File: src/rtl/bis_pkg.sv
package bis_pkg;

  localparam int BYTE_W = 8;

  localparam logic [7:0] OPC_PFX   = 8'h18;
  localparam logic [7:0] OPC_LDAIX = 8'hA6;
  localparam logic [7:0] OPC_ADDIX = 8'hAB;
  localparam logic [7:0] OPC_LDIX  = 8'hCE;
  localparam logic [7:0] OPC_DECIX = 8'h09;
  localparam logic [7:0] OPC_NOP   = 8'h01;
  localparam logic [7:0] OPC_CLRA  = 8'h4F;
  localparam logic [7:0] OPC_DECB  = 8'h5A;
  localparam logic [7:0] OPC_LDB   = 8'hC6;
  localparam logic [7:0] OPC_BNE   = 8'h26;

  typedef enum logic [3:0] {
    S_VEC0, S_VEC1, S_VEC2, S_FETCH, S_DEC, S_OP1, S_OP2, S_MEM, S_HALT
  } seq_state_t;

  typedef enum logic [3:0] {
    K_ILL, K_PFX, K_NOP, K_CLRA, K_DECB, K_DECIX,
    K_LDB, K_BNE, K_LDA, K_ADDA, K_LDIX
  } op_kind_t;

endpackage

File: src/rtl/bis_decode.sv
module bis_decode
  import bis_pkg::*;
(
  input  logic [BYTE_W-1:0] op,
  input  logic              pfx,
  output op_kind_t          kind
);

  always_comb begin
    unique case (op)
      OPC_PFX:   kind = pfx ? K_ILL : K_PFX;
      OPC_LDAIX: kind = K_LDA;
      OPC_ADDIX: kind = K_ADDA;
      OPC_LDIX:  kind = K_LDIX;
      OPC_DECIX: kind = K_DECIX;
      OPC_NOP:   kind = pfx ? K_ILL : K_NOP;
      OPC_CLRA:  kind = pfx ? K_ILL : K_CLRA;
      OPC_DECB:  kind = pfx ? K_ILL : K_DECB;
      OPC_LDB:   kind = pfx ? K_ILL : K_LDB;
      OPC_BNE:   kind = pfx ? K_ILL : K_BNE;
      default:   kind = K_ILL;
    endcase
  end

endmodule

File: src/rtl/bis_agu.sv
module bis_agu #(
  parameter int AW     = 16,
  parameter int OFF_W  = 8,
  parameter bit SIGNED = 1'b0
) (
  input  logic [AW-1:0]    base,
  input  logic [OFF_W-1:0] off,
  output logic [AW-1:0]    sum
);

  localparam int EXT_W = AW - OFF_W;

  logic [AW-1:0] off_ext;

  generate
    if (SIGNED) begin : g_sext
      assign off_ext = {{EXT_W{off[OFF_W-1]}}, off};
    end else begin : g_zext
      assign off_ext = {{EXT_W{1'b0}}, off};
    end
  endgenerate

  assign sum = base + off_ext;

endmodule

File: src/rtl/boot_index_seq.sv
module boot_index_seq
  import bis_pkg::*;
#(
  parameter int AW = 16
) (
  input  logic              clk,
  input  logic              rst_n,
  output logic              mem_rd,
  output logic [AW-1:0]     mem_addr,
  input  logic [BYTE_W-1:0] mem_rdata,
  output logic              busy,
  output logic              illegal,
  output logic [AW-1:0]     pc,
  output logic [BYTE_W-1:0] acc_a,
  output logic [BYTE_W-1:0] acc_b,
  output logic [AW-1:0]     idx_x,
  output logic [AW-1:0]     idx_y
);

  localparam logic [AW-1:0] VEC_HI = {{(AW-1){1'b1}}, 1'b0};
  localparam logic [AW-1:0] VEC_LO = {AW{1'b1}};
  localparam logic [AW-1:0] ONE_A  = {{(AW-1){1'b0}}, 1'b1};
  localparam logic [BYTE_W-1:0] ONE_B = {{(BYTE_W-1){1'b0}}, 1'b1};

  seq_state_t st_q, st_d;
  op_kind_t   kind_q, kind_d, dec_kind;
  logic [AW-1:0]     pc_q, pc_d, x_q, x_d, y_q, y_d;
  logic [BYTE_W-1:0] a_q, a_d, b_q, b_d, tmp_q, tmp_d;
  logic              pfx_q, pfx_d, z_q, z_d, ill_q, ill_d;
  logic [AW-1:0]     ix_base, ea, br_tgt;
  logic [BYTE_W-1:0] mem_res;
  logic [AW-1:0]     ix_load;

  bis_decode u_dec (
    .op   (mem_rdata),
    .pfx  (pfx_q),
    .kind (dec_kind)
  );

  assign ix_base = pfx_q ? y_q : x_q;

  bis_agu #(.AW(AW), .OFF_W(BYTE_W), .SIGNED(1'b0)) u_ea (
    .base (ix_base),
    .off  (mem_rdata),
    .sum  (ea)
  );

  bis_agu #(.AW(AW), .OFF_W(BYTE_W), .SIGNED(1'b1)) u_br (
    .base (pc_q),
    .off  (mem_rdata),
    .sum  (br_tgt)
  );

  assign mem_res = (kind_q == K_ADDA) ? (a_q + mem_rdata) : mem_rdata;
  assign ix_load = AW'({tmp_q, mem_rdata});

  // next-state process
  always_comb begin
    st_d     = st_q;
    kind_d   = kind_q;
    pc_d     = pc_q;
    a_d      = a_q;
    b_d      = b_q;
    x_d      = x_q;
    y_d      = y_q;
    tmp_d    = tmp_q;
    pfx_d    = pfx_q;
    z_d      = z_q;
    ill_d    = ill_q;
    mem_rd   = 1'b0;
    mem_addr = pc_q;
    unique case (st_q)
      S_VEC0: begin
        mem_rd   = 1'b1;
        mem_addr = VEC_HI;
        st_d     = S_VEC1;
      end
      S_VEC1: begin
        pc_d     = AW'({mem_rdata, {BYTE_W{1'b0}}});
        mem_rd   = 1'b1;
        mem_addr = VEC_LO;
        st_d     = S_VEC2;
      end
      S_VEC2: begin
        pc_d = {pc_q[AW-1:BYTE_W], mem_rdata};
        st_d = S_FETCH;
      end
      S_FETCH: begin
        mem_rd = 1'b1;
        pc_d   = pc_q + ONE_A;
        pfx_d  = 1'b0;
        st_d   = S_DEC;
      end
      S_DEC: begin
        kind_d = dec_kind;
        unique case (dec_kind)
          K_PFX: begin
            mem_rd = 1'b1;
            pc_d   = pc_q + ONE_A;
            pfx_d  = 1'b1;
          end
          K_NOP: st_d = S_FETCH;
          K_CLRA: begin
            a_d  = '0;
            z_d  = 1'b1;
            st_d = S_FETCH;
          end
          K_DECB: begin
            b_d  = b_q - ONE_B;
            z_d  = (b_q == ONE_B);
            st_d = S_FETCH;
          end
          K_DECIX: begin
            if (pfx_q) begin
              y_d = y_q - ONE_A;
              z_d = (y_q == ONE_A);
            end else begin
              x_d = x_q - ONE_A;
              z_d = (x_q == ONE_A);
            end
            st_d = S_FETCH;
          end
          K_LDB, K_BNE, K_LDA, K_ADDA, K_LDIX: begin
            mem_rd = 1'b1;
            pc_d   = pc_q + ONE_A;
            st_d   = S_OP1;
          end
          default: begin
            ill_d = 1'b1;
            st_d  = S_HALT;
          end
        endcase
      end
      S_OP1: begin
        unique case (kind_q)
          K_LDB: begin
            b_d  = mem_rdata;
            z_d  = (mem_rdata == '0);
            st_d = S_FETCH;
          end
          K_BNE: begin
            if (!z_q) pc_d = br_tgt;
            st_d = S_FETCH;
          end
          K_LDA, K_ADDA: begin
            mem_rd   = 1'b1;
            mem_addr = ea;
            st_d     = S_MEM;
          end
          K_LDIX: begin
            tmp_d  = mem_rdata;
            mem_rd = 1'b1;
            pc_d   = pc_q + ONE_A;
            st_d   = S_OP2;
          end
          default: st_d = S_FETCH;
        endcase
      end
      S_OP2: begin
        if (pfx_q) y_d = ix_load;
        else       x_d = ix_load;
        st_d = S_FETCH;
      end
      S_MEM: begin
        a_d  = mem_res;
        z_d  = (mem_res == '0);
        st_d = S_FETCH;
      end
      S_HALT: st_d = S_HALT;
      default: st_d = S_HALT;
    endcase
  end

  // register process
  always_ff @(posedge clk or negedge rst_n) begin
    if (!rst_n) begin
      st_q   <= S_VEC0;
      kind_q <= K_NOP;
      pc_q   <= '0;
      a_q    <= '0;
      b_q    <= '0;
      x_q    <= '0;
      y_q    <= '0;
      tmp_q  <= '0;
      pfx_q  <= 1'b0;
      z_q    <= 1'b0;
      ill_q  <= 1'b0;
    end else begin
      st_q   <= st_d;
      kind_q <= kind_d;
      pc_q   <= pc_d;
      a_q    <= a_d;
      b_q    <= b_d;
      x_q    <= x_d;
      y_q    <= y_d;
      tmp_q  <= tmp_d;
      pfx_q  <= pfx_d;
      z_q    <= z_d;
      ill_q  <= ill_d;
    end
  end

  assign busy    = (st_q == S_VEC0) || (st_q == S_VEC1) || (st_q == S_VEC2);
  assign illegal = ill_q;
  assign pc      = pc_q;
  assign acc_a   = a_q;
  assign acc_b   = b_q;
  assign idx_x   = x_q;
  assign idx_y   = y_q;

endmodule

File: config.mk
export PLATFORM = sky130hd
export DESIGN_NAME = boot_index_seq
export DESIGN_NICKNAME = d
export VERILOG_FILES = /design/src/rtl/bis_pkg.sv /design/src/rtl/bis_decode.sv /design/src/rtl/bis_agu.sv /design/src/rtl/boot_index_seq.sv
export SDC_FILE = /design/constraint.sdc
export NUM_CORES = 1
export LEC_CHECK = 0
export ABC_AREA = 1
export BUFFER_PORTS_ARGS = -buffer_cell sky130_fd_sc_hd__buf_4
export CORE_MARGIN = 2
export CORE_UTILIZATION = 55
export CTS_CLUSTER_SIZE = 14
export DETAILED_ROUTE_END_ITERATION = 16
export PLACE_DENSITY = 0.79
export SLEW_MARGIN = 20
export SYNTH_ARGS = -nofsm -noshare
export SYNTH_HDL_FRONTEND = slang
export SYNTH_SLANG_ARGS = --single-unit
File: constraint.sdc
create_clock -name clk -period 4 [get_ports clk]
set_clock_uncertainty 0.05 [all_clocks]
set_input_delay 0.4 -clock clk [delete_from_list [all_inputs] [get_ports clk]]
set_output_delay 0.4 -clock clk [all_outputs]
set_load 0.01 [all_outputs]
# Yosys cells after proc, flatten, opt, wreduce, memory -nomap -nowiden
# Cells that the tools add are included.
# W data, S select, Z words.
[word_totals]
register_bits = 83
input_bits = 10
wordCells = 140
[classes]
bitwise = 2
n_eq_ne = 49
n_addsub = 7
n_reduce_logical = 30
n_mux = 40
[op_table]
columns = ["cell", "n"]
rows = [
  ["$mux W16", 10],
  ["$pmux W16 S2", 3],
  ["$pmux W16 S5", 1],
  ["$pmux W16 S3", 1],
  ["$eq A4 B3 Y1 const B", 10],
  ["$pmux W4 S10", 1],
  ["$eq A16 B1 Y1 const B", 2],
  ["$eq A8 B8 Y1 const B", 4],
  ["$mux W8", 4],
  ["$pmux W8 S2", 2],
  ["$sub A16 B1 Y16 const B", 2],
  ["$eq A4 B4 Y1 const B", 6],
  ["$pmux W4 S6", 1],
  ["$add A16 B1 Y16 const B", 1],
  ["$add A16 B16 Y16", 1],
  ["$add A16 B8 Y16", 1],
  ["$eq A4 B2 Y1 const B", 4],
  ["$eq A8 B1 Y1 const B", 2],
  ["$eq A8 B7 Y1 const B", 2],
  ["$logic_not A8 Y1", 2],
  ["$ne A2 B2 Y1 const B", 7],
  ["$pmux W4 S3", 1],
  ["$reduce_and A4 Y1", 3],
  ["$reduce_or A10 Y1", 1],
  ["other kinds (31)", 56],
]

# Depth between registers and ports, before layout
# Gate-level depths: netlist of the first run.
[depth]
depth_word = 6
ltp_mapped = 19
depth_no_buf = 15

# By module
# A second synthesis of the first run with hierarchy kept.
[hier_totals]
hier_cells = 1283
area_unflattened_um2 = 7936.4
[by_module_without_submodules]
columns = ["module", "cells_per_inst", "area_each_um2", "instances"]
rows = [
  ["boot_index_seq", 920, 6094.6, 1],
  ["bis_agu (u_br)", 176, 930.9, 1],
  ["bis_agu (u_ea)", 126, 660.6, 1],
  ["bis_decode", 61, 250.2, 1],
]

# Worst setup path after synthesis of the first run
# Ideal clock, no wire load.
[synth_timing]
kind = "reg-to-output"
startpoint = "reg pfx_q"
endpoint = "out mem_addr[12]"
setup_slack_ps = 553
stages_incl_launch_ff = 20
arrival_time_ps = 2997
required_ps = 3550
path_cell_list = "dfrtp_1 > buf_2 > buf_2 > clkbuf_1 > clkbuf_1 > nand2_1 > o21ai_0 > ha_1 > inv_1 > fa_1 > o21ai_0 > nand2_1 > nand2_1 > nand2_1 > nor2_1 > nand2_1 > nand2_1 > nand2_1 > o21ai_0 > nand2_1"
[synth_via]
elab_chain_len = 4
[synth_lines]
columns = ["item", "line", "source"]
rows = [
  ["start, declared", "boot_index_seq.sv:29", "logic pfx_q, pfx_d, z_q, z_d, ill_q, ill_d;"],
  ["start signal, assigned", "boot_index_seq.sv:197", "pfx_q <= pfx_d;"],
  ["$mux W16", "boot_index_seq.sv:40", "assign ix_base = pfx_q ? y_q : x_q;"],
  ["$add A16 B8 Y16", "bis_agu.sv:23", "assign sum = base + off_ext;"],
  ["$mux W16", "boot_index_seq.sv:135", "unique case (kind_q)"],
  ["$pmux W16 S3", "boot_index_seq.sv:72", "unique case (st_q)"],
  ["end, declared", "boot_index_seq.sv:9", "output logic [AW-1:0] mem_addr,"],
]
# Every way passes these cells.

# Worst setup path after layout of the first run
[layout_timing]
startpoint = "reg x_q[0], in the netlist idx_x[0]"
endpoint = "out mem_addr[14]"
[layout_via]
elab_chain_len = 4
[layout_lines]
columns = ["item", "line", "source"]
rows = [
  ["start, declared", "boot_index_seq.sv:27", "logic [AW-1:0] pc_q, pc_d, x_q, x_d, y_q, y_d;"],
  ["start signal, assigned", "boot_index_seq.sv:182", "x_q <= '0;"],
  ["start signal, assigned", "boot_index_seq.sv:194", "x_q <= x_d;"],
  ["$mux W16", "boot_index_seq.sv:40", ""],
  ["$add A16 B8 Y16", "bis_agu.sv:23", ""],
  ["$mux W16", "boot_index_seq.sv:135", ""],
  ["$pmux W16 S3", "boot_index_seq.sv:72", ""],
]
# Every way passes these cells.

==> results of run 1 <==
==> final timing paths <==
| check | end | slack, ns |
|---|---|---|
| setup reg to reg | idx_x[10] | 1.33 |
| min in group clk | tmp_q[2] | 0.38 |
| hold reg to reg | illegal | 0.43 |
| hold / removal | idx_y[7] | 0.05 |
| setup / recovery | mem_addr[14] | 0.40 |
| max in group asynchronous | kind_q[1] | 2.90 |
==> cells by family after synthesis <==
kind of cell,after synthesis
AOI/OAI and AO/OA,265
buffers and inverters,176
xor gates and xnor gates,26
DFF,83
adders and majority gates,40
and+or+nand+nor,626
==> routing by layer <==
layer	global-route usage, %	up-vias
met5	0	-
li1	-	4204
met4	11.21	0
met3	7.528	63
met2	54.06	420
met1	49.56	4036
==> Yosys cell counts <==
cell type	n	share of area (%)
a211o_1	1	0.11
a21boi_0	1	0.097
a21o_1	4	0.39
a21oi_1	74	4.8
a31oi_1	23	1.9
buf_2	7	0.45
buf_4	1	0.097
buf_6	8	1.2
clkbuf_1	14	0.68
clkinv_1	2	0.097
dfrtp_1	82	27
dfstp_2	1	0.34
fa_1	3	0.78
ha_1	37	6.0
inv_1	131	6.4
inv_2	13	0.63
nand2_1	338	16
nand2_2	3	0.24
nand2_4	2	0.29
nand2b_1	1	0.081
nand3_1	95	6.1
nand3b_1	9	0.87
nand4_1	18	1.5
nand4_2	1	0.16
nor2_1	127	6.2
nor2_2	4	0.32
nor2_4	2	0.29
nor2_8	1	0.26
nor3_1	17	1.1
nor3_2	3	0.39
nor4_1	2	0.16
o211a_1	1	0.13
o211ai_1	10	0.97
o21a_1	3	0.29
o21ai_0	109	7.1
o21ai_1	8	0.52
o21ai_2	10	1.1
o21bai_1	1	0.097
o221ai_1	9	1.0
o22ai_1	11	0.89
or2_2	3	0.24
xnor2_1	5	0.57
xor2_1	21	2.4
==> area by class of cell <==
| type | count | share of cell area [%] |
|---|---|---|
| clock buffer | 11 | 2.750 |
| clock inverter | 4 | 0.8364 |
| inverter | 146 | 6.209 |
| multi-input combinational | 957 | 55.77 |
| sequential | 83 | 23.55 |
| tap | 180 | 2.552 |
| timing repair buffer | 98 | 8.336 |
==> power groups by stage <==
stage / Clock [µW] / Combinational [µW] / Sequential (µW)
finish: 936 / 184 / 839
global route: 968 / 205 / 839
CTS: 938 / 180 / 839
detailed placement: 0 / 179 / 855
global placement: 0 / 177 / 855
floorplan: 0 / 102 / 855
==> worst max-delay path, delay by kind of cell, from the launching register on <==
| family | cells | cell delay [ns] |
|---|---|---|
| simple gates | 8 | 0.74 |
| compound gates | 3 | 0.73 |
| fa+ha+maj | 2 | 0.64 |
| flops | 1 | 0.38 |
| buf+inv | 3 | 0.31 |
==> cells in the final DEF, fill, tap and decap left out, drive strengths merged <==
master / netlist / routed
buf: 16 / 98
xor2: 21 / 21
a21o: 4 / 4
inv: 144 / 145
nand2: 343 / 343
nand2b: 1 / 1
dfstp: 1 / 1
nor3: 20 / 20
nor2: 134 / 134
a21boi: 1 / 1
o221ai: 9 / 9
a21oi: 74 / 74
a211o: 1 / 1
bufinv: 0 / 2
o211a: 1 / 1
o21a: 3 / 3
nand3b: 9 / 9
xnor2: 5 / 5
dfrtp: 82 / 82
o211ai: 10 / 10
o22ai: 11 / 11
or2: 3 / 3
nand4: 19 / 19
ha: 37 / 37
nand3: 95 / 95
fa: 3 / 3
o21bai: 1 / 1
clkbuf: 14 / 11
clkinv: 2 / 3
nor4: 2 / 2
a31oi: 23 / 23
o21ai: 127 / 127
==> flip-flops by register name, summed over array words and instances (netlist names) <==
signal / cells
acc_a: 8
acc_b: 8
idx_x: 16
idx_y: 16
illegal: 1
kind_q: 4
pc: 16
pfx_q: 1
st_q: 4
tmp_q: 8
z_q: 1
==> metrics by stage <==
step	utilization [%]	setup slack, ns	hold WS, ns
floorplan	-	0.5533	0.05441
global placement	61.54	0.8249	0.4046
detailed placement	61.54	0.7557	0.4163
CTS	63.83	0.4289	0.07232
global route	63.83	0.08070	0.09379
finish	63.83	0.4018	0.05290
==> flow_summary_export.csv, run 1 <==
group,metric,value,unit
status,status,"finished clean",
synthesis,synth_xor_area_share,2.945,%
critical_path,crit_type,"flop to output port",
sta,drv_slew,0,
pwr,leakagePower,0.004387,µW
synthesis,muxShareOfSynthArea,0,%
pwr,power_frac_seq,42.8,%
sta,rsz0062_at_grt,"no",
route,met1_length,11.21,mm
critical_path,r2r-start,"st_q[1]",
min_path,hp-class,"input port to async pin",
sta,min_period,3.598,ns
run,maxCapViolations,0,
floorplan,num_rows,43,
cts,post_cts_buffers,0,
cts,cts_tree,"built",
global_routing,grt_pass1_wl,41.06,mm
synthesis,synth_compound_area_share,19.35,%
synthesis,synthesis.area,7734,µm²
route,routed_wirelength,25.70,mm
finish,regArea,2078,µm²
sta,timing.final.crit_share,89.96,%
finish,stdcell_area,8826,µm²
finish,fin_cells,1479,
cts,path_clk_slew,0.06,ns
synthesis,seq_area_frac_synth,26.87,%
critical_path,max_stage_delay,0.41,ns
critical_path,cpMaxStageDelayCell,"fa_1",
route,wl_met3,2.396,mm
critical_path,cp.arrival,3.15,ns
cts,cts.sinks,83,
floorplan,io_pins,93,
cts,cts_buffers,9,
route,viasPerCell,5.898,
critical_path,required,3.55,ns
place,placed_area,8509,µm²
finish,nFillCells,1318,
global_routing,grt_usage,35.24,%
cts,ctsResizeCount,0,
synthesis,synth_top_family_by_area,"simple AND/OR/NAND/NOR gates",
floorplan,core_region_area,13830,µm²
synthesis,syn_inst,1216,
pwr,ir_worst_vdd,220.9,µV
route,dr.pass1.iters,6,
floorplan,die_area,15030,µm²
place,io_buffers,92,
global_routing,grt_max_degree,52,
cts,ctsLongestPathBuffers,2,
floorplan,start_util,55.93,%
place,dpl.cell_count,1464,
place,gp_congestion,0.9978,
synthesis,yosys.area_share.simple,34.59,%
global_routing,first_global_vias,7973,
critical_path,start_kind,"flop",
pwr,p_sw,505.1,µW
synthesis,syn_nets,1266,
sta,fin_tns_setup,0,ns
critical_path,crit_path_end_kind,"output port",
pwr,p_int,1454,µW
critical_path,cp_max_fo,5,
finish,layout-drive-gt1-share,11.93,%
pwr,power_frac_comb,9.4,%
global_routing,antenna_found_initial,0,
route,dr.first_iter.drc_count,992,
pwr,pwr_density_cell,221.9,nW/µm²
synthesis,yosys_register_bits,83,
floorplan,die_h,122.6,µm
synthesis,avgSynthCellArea,6.360,µm²
pwr,finalPower,1959,µW
critical_path,worst_path_most_repeated_cell,"nand2_1",
route,drcViolationCount,0,
sta,hold_violations,0,
finish,antennaDiodeCount,0,
sta,fmaxAchievable,277.9,MHz
critical_path,path_cells,"inv_1, o21ai_0, ha_1, inv_1, fa_1, o21ai_0, nand2_1, nand2_1, nand2_1, nor2_1, nand2_1, nand2_1, nand2_1, o21ai_0, nand2_1, buf_4",
pwr,p_sw_share,25.79,%
sta,worstMarginPinSlew,0.7992,ns
place,hpwlAfterDp,19.35,mm
route,routedWlPerCell,17.37,µm
route,drtAntennaViolNets,0,
cts,root_buffer,"clkbuf_16",
critical_path,critPathLaunch,"idx_x[0]",
finish,multi_input_area,4922,µm²
route,vias,8723,
pwr,power.share.clock,47.8,%
floorplan,die_width,122.6,µm
cts,hold_buffers,0,
cts,htree_levels,3,
global_routing,grt_overflow,0,
synthesis,synthAdderAreaFrac,6.763,%
sta,slew_headroom,46.53,%
sta,setup_viol,0,
route,wl_met2,11.41,mm
finish,fin_nets,1345,
cts,insertion_delay,0.36,ns
synthesis,ys_types,43,
route,highest_layer,"met4",
critical_path,reg2reg_depth,9,
finish,areaGrowthSynthToFinish,14.12,%
synthesis,ys_warn_count,0,
(Power assumes the default switching activity.)
==> run 2, diff against run 1 <==
CORE_UTILIZATION = 54   (was 55)
PLACE_DENSITY = 0.81   (was 0.79)
RECOVER_POWER = 25   (was default)
clock period = 3.3 ns   (was 4 ns; I/O delays follow)
==> run 2 against run 1 <==
The run now ends with capacitance limit, slew limit left. Final area rose by 0.65%. Global-route usage fell by 0.89 points. Via count rose by 1.6%. Worst setup slack got worse by 0.21 ns. Power rose by 17%. Combinational power rose by 23%. Utilization fell by 0.080 points. Count of clock-buffer cells in the layout fell by 1. Final cell count rose by 0.41%. Clock power rose by 12%. Sequential cell count did not move. Hold slack improved by 0.24 ns. Largest cell class unchanged.
==> flow_summary_export.csv, run 2 (synthesized netlist as in run 1, its figures left out) <==
group,metric,value,unit
pwr,power_frac_comb,9.9,%
global_routing,grt_overflow,0,
critical_path,crit_type,"flop to output port",
sta,worstMarginPinSlew,2.178,ns
min_path,hp-class,"input port to flop",
pwr,ir_worst_vdd,278.3,µV
pwr,finalPower,2298,µW
sta,timing.final.crit_share,94.26,%
sta,fmaxAchievable,321.5,MHz
route,vias,8861,
critical_path,r2r_slack,0.86,ns
critical_path,reg2reg_depth,12,
finish,utilization,63.75,%
place,io_buffers,92,
cts,htree_levels,3,
floorplan,core_region_area,13930,µm²
finish,layout-drive-gt1-share,13.03,%
route,dr.first_iter.drc_count,1065,
sta,setup_viol,0,
finish,nFillCells,1359,
pwr,p_int,1672,µW
cts,cts.sinks,83,
sta,hold_violations,0,
route,routed_wirelength,25.72,mm
critical_path,required,2.92,ns
sta,slew_headroom,-45.20,%
global_routing,first_global_vias,7796,
finish,antennaDiodeCount,0,
finish,stdcell_area,8884,µm²
critical_path,cp.arrival,2.73,ns
critical_path,cp_max_fo,32,
pwr,p_sw_share,27.26,%
cts,ctsLongestPathBuffers,2,
place,dpl.cell_count,1468,
global_routing,busiest_layer,"met2",
sta,holdWs,0.2893,ns
pwr,leakagePower,0.004406,µW
pwr,power.share.clock,45.9,%
sta,min_period,3.111,ns
min_path,whs_path_depth,3,
critical_path,crit_path_end_kind,"output port",
finish,areaGrowthSynthToFinish,14.87,%
floorplan,die_h,123.7,µm
pwr,pwr_density_cell,258.7,nW/µm²
place,gp_congestion,1.022,
finish,fin_nets,1350,
floorplan,num_rows,43,
place,placed_area,8539,µm²
cts,path_clk_slew,0.07,ns
cts,cts_tree,"built",
route,viasPerCell,5.967,
run,maxCapViolations,1,
status,violations,"capacitance limit, slew limit",
pwr,power_frac_seq,44.3,%
floorplan,die_width,123.7,µm
floorplan,start_util,55.50,%
global_routing,antenna_found_initial,0,
floorplan,io_pins,93,
finish,fin_cells,1485,
route,routedWlPerCell,17.32,µm
finish,final_cell_mix,"337 x nand2_1, 130 x inv_1, 127 x nor2_1",
global_routing,gr-usage-met3,5.449,%
global_routing,grt_usage,34.35,%
cts,insertion_delay,0.36,ns
critical_path,start_kind,"flop",
status,status,"finished, violations left",
global_routing,use_met1,48.73,%
global_routing,grt_max_degree,84,
route,drtAntennaViolNets,0,
global_routing,use_met2,53.02,%
sta,drv_slew,84,
finish,layout_commonest_cell,"nand2_1",
pwr,p_sw,626.4,µW
floorplan,die_area,15290,µm²
cts,root_buffer,"clkbuf_16",
cts,cts_buffers,9,
global_routing,grt_pass1_wl,40.63,mm
place,hpwlAfterDp,19.14,mm
route,drcViolationCount,0,
route,dr.pass1.iters,7,
[run 2: cell count changes in the layout (fill, tap and decap cells not counted), moves of 2 or more]
cell     delta
o21ai_0     -5
buf_4       +3
o21ai_1     +2
o21ai_2     +2
[run 2: area by class of cell]
| class | count | area (µm²) | area share [%] |
|---|---|---|---|
| Timing Repair Buffer | 103 | 783.3 | 8.817 |
| Sequential cell | 83 | 2079 | 23.41 |
| Clock inverter | 6 | 65.06 | 0.7324 |
| Tap cell | 180 | 225.2 | 2.535 |
| Inverter | 146 | 548.0 | 6.169 |
| Multi-Input combinational cell | 957 | 4954 | 55.76 |
| Clock buffer | 10 | 229.0 | 2.577 |
[run 2: stage by stage]
stage          setup slack, ns  TNS [ns]
2_1_floorplan          0.08858         0
4_1_cts                0.04212         0
6_report                0.1893         0
5_1_grt               -0.01184  -0.01605
3_3_place_gp            0.3761         0
3_5_place_dp            0.3279         0
[run 2: worst paths after layout]
path | start | endpoint
hold / removal | mem_rdata[2] | tmp_q[2]
setup reg to reg | kind_q[1] | pc[5]
min in group asynchronous | rst_n | acc_a[5]
max in group asynchronous | rst_n | pfx_q
setup / recovery | pfx_q | mem_addr[9]
hold reg to reg | illegal | illegal
[run 2: power groups by stage]
stage          combinational [µW]  clock [µW]  sequential (µW)
2_1_floorplan                 124           0             1040
3_3_place_gp                  214           0             1040
3_5_place_dp                  218           0             1040
4_1_cts                       220        1070             1020
5_1_grt                       250        1100             1020
6_report                      227        1050             1020
[run 2: worst max-delay path: stages, from the launching register on]
cell     delay [ns]
dfrtp_2        0.44
buf_12         0.18
nand2_1        0.06
o21ai_0        0.08
ha_1           0.36
a21oi_1        0.21
nand2_1        0.15
nand2_1        0.09
nand2_1        0.07
inv_1          0.10
o21ai_1        0.09
nand2_1        0.07
nand2_1        0.05
o21ai_0        0.21
nand2_1        0.08
buf_4          0.15
[run 2: repair_timing]
action / CTS / global route
resized for setup: 3 / 14
endpoints found under the setup margin: 3 / 6
hold buffers: 0 / 0
pin swaps: 0 / 4
buffers inserted: 0 / 1
[run 2: per-layer routing]
layer	vias to the layer above	part of all wire [%]
li1	4240	-
met1	4056	42
met2	489	44
met3	76	10
met4	0	3.7
met5	-	0
